--- src/rtl/bcr_pkg.sv ---
package bcr_pkg;

  typedef struct packed {
    logic wr;
    logic rd;
  } bcr_acc_t;

  typedef enum logic [1:0] {
    REMAP_HOLD = 2'd0,
    REMAP_SET  = 2'd1,
    REMAP_CLR  = 2'd2
  } remap_act_e;

endpackage

--- src/rtl/bcr_addr_decode.sv ---
module bcr_addr_decode
  import bcr_pkg::*;
#(
  parameter int              ADDR_W     = 16,
  parameter int              IDX_LSB    = 4,
  parameter int              IDX_W      = 3,
  parameter logic [ADDR_W-1:0] MATCH_MASK = 16'hFF0F,
  parameter logic [ADDR_W-1:0] MATCH_VAL  = 16'h0C0C
) (
  input  logic [ADDR_W-1:0] addr,
  input  logic              supervisor,
  input  logic              wr_en,
  input  logic              rd_en,
  output bcr_acc_t          acc,
  output logic [IDX_W-1:0]  idx
);

  logic hit;

  always_comb begin
    hit    = supervisor && ((addr & MATCH_MASK) == MATCH_VAL);
    acc.wr = hit && wr_en;
    acc.rd = hit && rd_en;
    idx    = addr[IDX_LSB +: IDX_W];
  end

endmodule

--- src/rtl/bcr_regfile.sv ---
module bcr_regfile #(
  parameter int DATA_W = 8,
  parameter int IDX_W  = 3
) (
  input  logic              clk,
  input  logic              rst,
  input  logic              we,
  input  logic [IDX_W-1:0]  widx,
  input  logic [DATA_W-1:0] wdata,
  input  logic [IDX_W-1:0]  ridx,
  output logic [DATA_W-1:0] rbyte
);

  localparam int NREGS = 1 << IDX_W;

  logic [DATA_W-1:0] regs [NREGS];

  for (genvar i = 0; i < NREGS; i++) begin : g_reg
    logic [DATA_W-1:0] q;
    always_ff @(posedge clk) begin
      if (rst) begin
        q <= '0;
      end else if (we && (widx == IDX_W'(i))) begin
        q <= wdata;
      end
    end
    assign regs[i] = q;
  end

  assign rbyte = regs[ridx];

endmodule

--- src/rtl/bcr_remap_detect.sv ---
module bcr_remap_detect
  import bcr_pkg::*;
#(
  parameter int IDX_W     = 3,
  parameter int REMAP_IDX = 3
) (
  input  logic             clk,
  input  logic             rst,
  input  logic             wr_hit,
  input  logic [IDX_W-1:0] idx,
  input  logic             new_bit,
  output logic             remap_en,
  output logic             remap_pulse
);

  remap_act_e act;
  logic       en_q;
  logic       pulse_q;

  always_comb begin
    act = REMAP_HOLD;
    if (wr_hit && (idx == IDX_W'(REMAP_IDX)) && (new_bit != en_q)) begin
      act = new_bit ? REMAP_SET : REMAP_CLR;
    end
  end

  always_ff @(posedge clk) begin
    if (rst) begin
      en_q    <= 1'b0;
      pulse_q <= 1'b0;
    end else begin
      pulse_q <= (act != REMAP_HOLD);
      case (act)
        REMAP_SET: en_q <= 1'b1;
        REMAP_CLR: en_q <= 1'b0;
        default:   en_q <= en_q;
      endcase
    end
  end

  assign remap_en    = en_q;
  assign remap_pulse = pulse_q;

endmodule

--- src/rtl/bcr_read_overlay.sv ---
module bcr_read_overlay #(
  parameter int              DATA_W   = 8,
  parameter int              IDX_W    = 3,
  parameter int              REV_REGS = 4,
  parameter int              REV_BIT  = 2,
  parameter logic [REV_REGS-1:0] REV_CODE = 4'b0001
) (
  input  logic              rd_hit,
  input  logic [IDX_W-1:0]  idx,
  input  logic [DATA_W-1:0] raw,
  output logic [DATA_W-1:0] rdata
);

  localparam int NREGS = 1 << IDX_W;

  logic [NREGS-1:0] force_en;
  logic [NREGS-1:0] force_val;

  for (genvar i = 0; i < NREGS; i++) begin : g_rev
    if (i < REV_REGS) begin : g_on
      assign force_en[i]  = 1'b1;
      assign force_val[i] = REV_CODE[i];
    end else begin : g_off
      assign force_en[i]  = 1'b0;
      assign force_val[i] = 1'b0;
    end
  end

  always_comb begin
    rdata = '0;
    if (rd_hit) begin
      rdata = raw;
      if (force_en[idx]) begin
        rdata[REV_BIT] = force_val[idx];
      end
    end
  end

endmodule

--- src/rtl/board_ctrl_regs.sv ---
module board_ctrl_regs
  import bcr_pkg::*;
#(
  parameter int              ADDR_W     = 16,
  parameter int              DATA_W     = 8,
  parameter int              IDX_LSB    = 4,
  parameter int              IDX_W      = 3,
  parameter logic [ADDR_W-1:0] MATCH_MASK = 16'hFF0F,
  parameter logic [ADDR_W-1:0] MATCH_VAL  = 16'h0C0C,
  parameter int              REMAP_IDX  = 3,
  parameter int              REMAP_BIT  = 0,
  parameter int              REV_REGS   = 4,
  parameter int              REV_BIT    = 2,
  parameter logic [REV_REGS-1:0] REV_CODE = 4'b0001
) (
  input  logic              clk,
  input  logic              rst,
  input  logic [ADDR_W-1:0] addr,
  input  logic [DATA_W-1:0] wdata,
  input  logic              wr_en,
  input  logic              rd_en,
  input  logic              supervisor,
  output logic [DATA_W-1:0] rdata,
  output logic              remap_en,
  output logic              remap_pulse
);

  bcr_acc_t          acc;
  logic [IDX_W-1:0]  idx;
  logic [DATA_W-1:0] raw;

  bcr_addr_decode #(
    .ADDR_W(ADDR_W), .IDX_LSB(IDX_LSB), .IDX_W(IDX_W),
    .MATCH_MASK(MATCH_MASK), .MATCH_VAL(MATCH_VAL)
  ) u_dec (
    .addr(addr), .supervisor(supervisor), .wr_en(wr_en), .rd_en(rd_en),
    .acc(acc), .idx(idx)
  );

  bcr_regfile #(.DATA_W(DATA_W), .IDX_W(IDX_W)) u_rf (
    .clk(clk), .rst(rst), .we(acc.wr), .widx(idx), .wdata(wdata),
    .ridx(idx), .rbyte(raw)
  );

  bcr_remap_detect #(.IDX_W(IDX_W), .REMAP_IDX(REMAP_IDX)) u_remap (
    .clk(clk), .rst(rst), .wr_hit(acc.wr), .idx(idx),
    .new_bit(wdata[REMAP_BIT]),
    .remap_en(remap_en), .remap_pulse(remap_pulse)
  );

  bcr_read_overlay #(
    .DATA_W(DATA_W), .IDX_W(IDX_W), .REV_REGS(REV_REGS),
    .REV_BIT(REV_BIT), .REV_CODE(REV_CODE)
  ) u_ovl (
    .rd_hit(acc.rd), .idx(idx), .raw(raw), .rdata(rdata)
  );

endmodule

--- config.mk ---
export PLATFORM = sky130hd
export DESIGN_NAME = board_ctrl_regs
export DESIGN_NICKNAME = d
export VERILOG_FILES = /design/src/rtl/bcr_pkg.sv /design/src/rtl/bcr_addr_decode.sv /design/src/rtl/bcr_regfile.sv /design/src/rtl/bcr_remap_detect.sv /design/src/rtl/bcr_read_overlay.sv /design/src/rtl/board_ctrl_regs.sv
export SDC_FILE = /design/constraint.sdc
export NUM_CORES = 1
export LEC_CHECK = 0
export ABC_CLOCK_PERIOD_IN_PS = 3800
export BUFFER_PORTS_ARGS = -buffer_cell sky130_fd_sc_hd__buf_2
export CAP_MARGIN = 5
export CELL_PAD_IN_SITES_DETAIL_PLACEMENT = 2
export CELL_PAD_IN_SITES_GLOBAL_PLACEMENT = 2
export CORE_UTILIZATION = 41
export DETAILED_ROUTE_END_ITERATION = 8
export PLACE_DENSITY = 0.81
export SLEW_MARGIN = 20
export SYNTH_ARGS = -nofsm -noshare
export SYNTH_HDL_FRONTEND = slang
export SYNTH_SLANG_ARGS = --single-unit
export TNS_END_PERCENT = 10
--- constraint.sdc ---
create_clock -name clk -period 3.8 [get_ports clk]
set_input_delay 0.76 -clock clk [delete_from_list [all_inputs] [get_ports clk]]
set_output_delay 0.76 -clock clk [all_outputs]
set_load 0.005 [all_outputs]
==> out/qor.csv, run 1 <==
metric,value,unit
critical-path-slowest-cell,sky130_fd_sc_hd__or4_1,
nets,340,
flops_latches_synth,62,
detail_route.iter0.violations,58,
detailedPlacementHpwl,5.25,mm
clkTransAtPathRegs,70,ps
clk_latency,330,ps
combPwrFrac,5.9,%
power_switching,0.000309,W
required_arrival_time_at_the_worst_endpoint,3040,ps
ys_seq_area_share,39.0,%
groute.usage.overall,21.6,%
critPathLaunchType,primary input,
vias_in_the_first_global_route,2495,
ctsHoldBuffers,0,
internal_power,0.00107,W
cap_viol_max_count,0,
numPortBuffers,37,
placement.cell_area,0.00339,mm2
post-route-drc-count,0,
min_period_over_period,84.2,%
chipHeight,90.1,um
area_delta_synth_final,13.2,%
layout_commonest_cell,sky130_fd_sc_hd__mux2i_1,
seq_area,0.00124,mm2
post_cts_resize_count,0,
cellLeakagePower,1.73,nW
yosys_warnings,0,
avgRoutedWirePerCell,19.8,um
final_area,0.00360,mm2
grt_overflow_total,0,
synth_compound_area_share,0.825,%
syn_avg_cell_area,11.2,um2
ioPinCount,39,
leading_register_cell_type_out_of_synthesis,sky130_fd_sc_hd__dfxtp_1,
antenna-diode-count,0,
slowest_delay,800,ps
cts_post_setup_buffers_inserted,0,
placeableCoreArea,0.00737,mm2
clockPowerShare,47.0,%
critPathMostFrequentCell,sky130_fd_sc_hd__buf_2,
max-slew-margin-rel,43.5,%
routed-via-count,2187,
setup.worst_path.class,primary input to output pin,
synth_simple_gate_area_share,24.0,%
synth_cell_types,34,
timing_hold_violations_final,0,
cts_tree,built,
num-fill-cells,763,
synth.net_count,314,
route.antenna.remaining_nets,0,
status,finished clean,
clock_sinks,62,
cell_at_the_root_of_the_clock_tree,sky130_fd_sc_hd__clkbuf_8,
fp-row-count,31,
initial_core_util,43.2,%
worstMarginPinSlew,848,ps
syn_inst,284,
max_clock_freq,312,MHz
cts.path.max_buffers,2,
synthMuxAreaShare,31.6,%
grt_setup_unrepaired,false,
path_max_fanout,8,
pin_count_of_the_biggest_net_entering_global_routing,64,
worstPathArrival,2440,ps
drt_wl_total,8.19,mm
die_area,0.00812,mm2
critical_path.cell_chain,buf_2 -> nor4b_2 -> nand2_1 -> or4_1 -> nor2_1 -> buf_2,
final_core_utilization,48.9,%
share_of_cells_above_drive_strength_1,25.4,%
multiInputGateArea,0.00181,mm2
netlist_top_cells_area,"sky130_fd_sc_hd__dfxtp_1 (39%), sky130_fd_sc_hd__mux2i_1 (22%), sky130_fd_sc_hd__nand2b_1 (13%), sky130_fd_sc_hd__mux4_2 (9.9%), sky130_fd_sc_hd__nand4_4 (4.0%)",
chipWidth,90.1,um
post-synth-top-area-cell,sky130_fd_sc_hd__dfxtp_1,
finalSetupViolCount,0,
hp-class,flip-flop to flip-flop,
post-synth-top-area-fraction,39.0,%
timing.final.max_slew_violations,0,
htree_num_levels,3,
total_power_per_unit_cell_area,383,mW/mm2
post_synth_xor_area_fraction,0,%
seqPwrFrac,47.1,%
syn_area,0.00318,mm2
critical_path.endpoint_type,output pin,
ir_drop,0.202,mV
most_used_cells_in_the_layout_excluding_fill_and_tap_cells,"sky130_fd_sc_hd__mux2i_1 (69), sky130_fd_sc_hd__nand2b_1 (68), sky130_fd_sc_hd__dfxtp_1 (62)",
largest_family_of_logic_cells_by_synthesized_area,multiplexers,
tritoncts.num_buffers,9,
place_congestion,0.718,
synth-edff-count,0,
initial_antenna_violation_count,0,
synth_fa_ha_area_share,0.393,%
final_period_minus_worst_setup_slack,3200,ps
global_route_wire_length_before_repair,13.3,mm
via_per_instance_ratio,5.28,
switching_share,22.4,%
clock_skew,0.0259,ps
finalSetupTns,0,ps
drt-pass1-iter-count,4,
asyncSetResetFlopFracSynth,0,%
==> power by group through the flow <==
stage / Sequential, W / Clock (W) / Combinational, W
after floorplan: 0.000664 / 0 / 0.0000579
after global placement: 0.000664 / 0 / 0.0000818
after detailed placement: 0.000664 / 0 / 0.0000836
after CTS: 0.000649 / 0.000657 / 0.0000840
after global routing: 0.000649 / 0.000687 / 0.0000893
final: 0.000649 / 0.000648 / 0.0000821
==> cell usage after synthesis, drive strengths merged, types with 2 or more instances <==
cell    number
mux2i       69
nand2b      68
dfxtp       62
buf         17
mux4        14
nor2        13
clkbuf       8
nand4        6
nand2        5
nand3b       3
inv          2
==> flip-flops by register name, summed over array words and instances, names as in the netlist <==
signal	cells
u_rf.g.q	60
u_remap.remap_en	1
u_remap.remap_pulse	1
==> area by class of cell <==
class	instances	area share, %
Tap cell	99	3.44
Clock buffer	12	4.03
Multi-Input combinational cell	195	50.2
Timing Repair Buffer	40	5.76
Sequential cell	62	34.4
Inverter	2	0.208
Clock inverter	4	1.94
==> routing by layer <==
metal | part of all wire (%) | vias to the layer above | routed length, um | track usage [%]
met5 | 0 | - | 0 | 0
li1 | - | 1040 | - | -
met3 | 3.1 | 8 | 255 | 3.38
met2 | 51 | 46 | 4190 | 38.9
met4 | 0.98 | 0 | 80 | 6.85
met1 | 45 | 1093 | 3670 | 26.3
==> logic make-up (layout without fill, tap and decap cells) <==
family,after synthesis,in the layout
adders and majority gates,1,1
and+or+nand+nor,107,107
buffers and inverters,27,58
muxes,83,83
AOI/OAI and AO/OA,4,4
DFF,62,62
==> worst max-delay path, delay by kind of cell <==
| kind | cells | cell delay [ps] |
|---|---|---|
| buffers and inverters | 2 | 240 |
| and+or+nand+nor | 4 | 1430 |
==> path summary, 6_finish.rpt <==
path                              to  slack (ps)               start  depth (start not counted)
hold reg to reg   u_rf.g_reg[2].q[3]         470  u_rf.g_reg[2].q[3]                          2
hold / removal    u_rf.g_reg[2].q[3]         470  u_rf.g_reg[2].q[3]                          2
setup / recovery            rdata[7]         600            addr[12]                          6
setup reg to reg    u_remap.remap_en        2520    u_remap.remap_en                          5
==> stage by stage <==
| stage | worst slack [ps] | hold slack [ps] | cells | power [W] |
|---|---|---|---|---|
| floorplan | 1150 | 445 | 284 | 0.000722 |
| global placement | 618 | 458 | 398 | 0.000746 |
| detailed placement | 567 | 470 | 398 | 0.000748 |
| CTS | 565 | 480 | 414 | 0.00139 |
| global route | 514 | 498 | 414 | 0.00143 |
| finish | 600 | 472 | 414 | 0.00138 |
(Power assumes the default switching activity.)
==> run 2, diff against run 1 <==
--- a/config.mk
+++ b/config.mk
@@ -5,14 +5,14 @@
 export SDC_FILE = /design/constraint.sdc
 export NUM_CORES = 1
 export LEC_CHECK = 0
-export ABC_CLOCK_PERIOD_IN_PS = 3800
+export ABC_CLOCK_PERIOD_IN_PS = 3100
 export BUFFER_PORTS_ARGS = -buffer_cell sky130_fd_sc_hd__buf_2
 export CAP_MARGIN = 5
 export CELL_PAD_IN_SITES_DETAIL_PLACEMENT = 2
 export CELL_PAD_IN_SITES_GLOBAL_PLACEMENT = 2
-export CORE_UTILIZATION = 41
+export CORE_UTILIZATION = 38
 export DETAILED_ROUTE_END_ITERATION = 8
-export PLACE_DENSITY = 0.81
+export PLACE_DENSITY = 0.76
 export SLEW_MARGIN = 20
 export SYNTH_ARGS = -nofsm -noshare
 export SYNTH_HDL_FRONTEND = slang
==> constraint.sdc (replaced) <==
create_clock -name clk -period 3.1 [get_ports clk]
set_input_delay 0.62 -clock clk [delete_from_list [all_inputs] [get_ports clk]]
set_output_delay 0.62 -clock clk [all_outputs]
set_load 0.005 [all_outputs]
==> out/qor.csv, run 2 (synthesized netlist as in run 1, its figures left out) <==
metric,value,unit,change
pin_count_of_the_biggest_net_entering_global_routing,35,,-45%
initial_core_util,39.0,%,-4.3 points
status,finished clean,,
drt-pass1-iter-count,4,,unchanged
total_power_per_unit_cell_area,418,mW/mm2,+9.2%
grt_overflow_total,0,,unchanged
final_period_minus_worst_setup_slack,2880,ps,
detailedPlacementHpwl,5.47,mm,+4.2%
cellLeakagePower,1.72,nW,-0.22%
routed-via-count,2212,,+1.1%
ir_drop,0.193,mV,-4.3%
min_period_over_period,93.0,%,
setup.worst_path.class,primary input to output pin,,
placement.cell_area,0.00344,mm2,+1.5%
numPortBuffers,37,,unchanged
chipWidth,93.5,um,+3.8%
critical-path-slowest-cell,sky130_fd_sc_hd__or4_1,,
die_area,0.00875,mm2,+7.7%
cts_post_setup_buffers_inserted,0,,unchanged
antenna-diode-count,0,,unchanged
clock_skew,0.0419,ps,+0.0160 ps
avgRoutedWirePerCell,19.3,um,-2.6%
max_clock_freq,347,MHz,
required_arrival_time_at_the_worst_endpoint,2480,ps,-560 ps
detail_route.iter0.violations,57,,-1.7%
timing_hold_violations_final,0,,unchanged
nets,344,,+1.2%
ctsHoldBuffers,0,,unchanged
cts_tree,built,,
worstMarginPinSlew,626,ps,-222 ps
grt_setup_unrepaired,false,,
slowest_delay,800,ps,about the same
route.antenna.remaining_nets,0,,unchanged
num-fill-cells,844,,+11%
clock_sinks,62,,unchanged
placeableCoreArea,0.00818,mm2,+11%
drt_wl_total,8.13,mm,-0.73%
post-route-drc-count,0,,unchanged
max-slew-margin-rel,58.2,%,+15 points
finalSetupTns,0,ps,unchanged
timing.final.max_slew_violations,0,,unchanged
path_max_fanout,8,,unchanged
critical_path.cell_chain,buf_2 -> nor4b_2 -> nand2_1 -> or4_1 -> nor2_1 -> buf_2,,
regMostFlops,u_rf.g.q,,
initial_antenna_violation_count,0,,unchanged
critPathMostFrequentCell,sky130_fd_sc_hd__buf_2,,
ioPinCount,39,,unchanged
tritoncts.num_buffers,9,,unchanged
area_delta_synth_final,12.9,%,
largest_register_ffs,60,,unchanged
final_area,0.00359,mm2,-0.28%
groute.usage.overall,20.6,%,-1.0 points
fp-row-count,33,,+6.5%
clk_latency,330,ps,about the same
via_per_instance_ratio,5.24,,-0.77%
cap_viol_max_count,0,,unchanged
vias_in_the_first_global_route,2432,,-2.5%
critPathLaunchType,primary input,,
share_of_cells_above_drive_strength_1,25.9,%,+0.47 points
chipHeight,93.5,um,+3.8%
layout_commonest_cell,sky130_fd_sc_hd__mux2i_1,,
cts.path.max_buffers,2,,unchanged
hp-class,flip-flop to flip-flop,,
finalSetupViolCount,0,,unchanged
place_congestion,0.703,,-2.0%
global_route_wire_length_before_repair,13.1,mm,-1.9%
most_used_cells_in_the_layout_excluding_fill_and_tap_cells,"sky130_fd_sc_hd__mux2i_1 (69), sky130_fd_sc_hd__nand2b_1 (68), sky130_fd_sc_hd__dfxtp_1 (62)",,
post_cts_resize_count,0,,unchanged
htree_num_levels,3,,unchanged
critical_path.endpoint_type,output pin,,
worstPathArrival,2260,ps,-180 ps
clkTransAtPathRegs,60,ps,about the same
cell_at_the_root_of_the_clock_tree,sky130_fd_sc_hd__clkbuf_8,,
## run 2: report_power, final
part / internal, W / switching [W] / total [W]
combinational: 0.0000473 / 0.0000598 / 0.000107
clock: 0.000301 / 0.000298 / 0.000599
sequential: 0.000796 / 0.00000000333 / 0.000796
total: 0.00114 / 0.000358 / 0.00150
## run 2: cell type report
| cell class | instances | area, um2 | area share [%] |
|---|---|---|---|
| Tap cell | 105 | 131 | 3.65 |
| Clock buffer | 12 | 145 | 4.04 |
| Clock inverter | 2 | 10.0 | 0.278 |
| Multi-Input combinational cell | 195 | 1810 | 50.3 |
| Sequential cell | 62 | 1240 | 34.5 |
| Timing Repair Buffer | 44 | 250 | 6.96 |
| Inverter | 2 | 7.51 | 0.209 |
## run 2: critical path: cells and delay by family
family / cells / cell delay, ps
and+or+nand+nor: 4 / 1410
buffers and inverters: 2 / 230
## run 2: metrics by stage
step | total power (W) | hold slack, ps | instances | setup slack (ps) | util (%)
detailed placement | 0.000924 | 469 | 408 | 233 | 42.1
finish | 0.00150 | 477 | 422 | 217 | 44.0
floorplan | 0.000885 | 445 | 284 | 727 | -
global route | 0.00157 | 496 | 422 | 119 | 44.0
global placement | 0.000920 | 455 | 408 | 252 | 42.1
CTS | 0.00153 | 482 | 422 | 208 | 44.0
## run 2: path summary, 6_finish.rpt
kind | from | endpoint | slack, ps | cells past startpoint
max | addr[12] | rdata[2] | 220 | 6
min | u_rf.g_reg[5].q[1] | u_rf.g_reg[5].q[1] | 480 | 2
max reg2reg | u_remap.remap_en | u_remap.remap_en | 1760 | 5
min reg2reg | u_rf.g_reg[5].q[1] | u_rf.g_reg[5].q[1] | 480 | 2
## run 2: metal layers
layer | global-route usage [%] | part of all wire [%]
met1 | 25.9 | 45
met2 | 35.0 | 50
met3 | 3.58 | 3.3
met4 | 7.95 | 1.7
met5 | 0 | 0
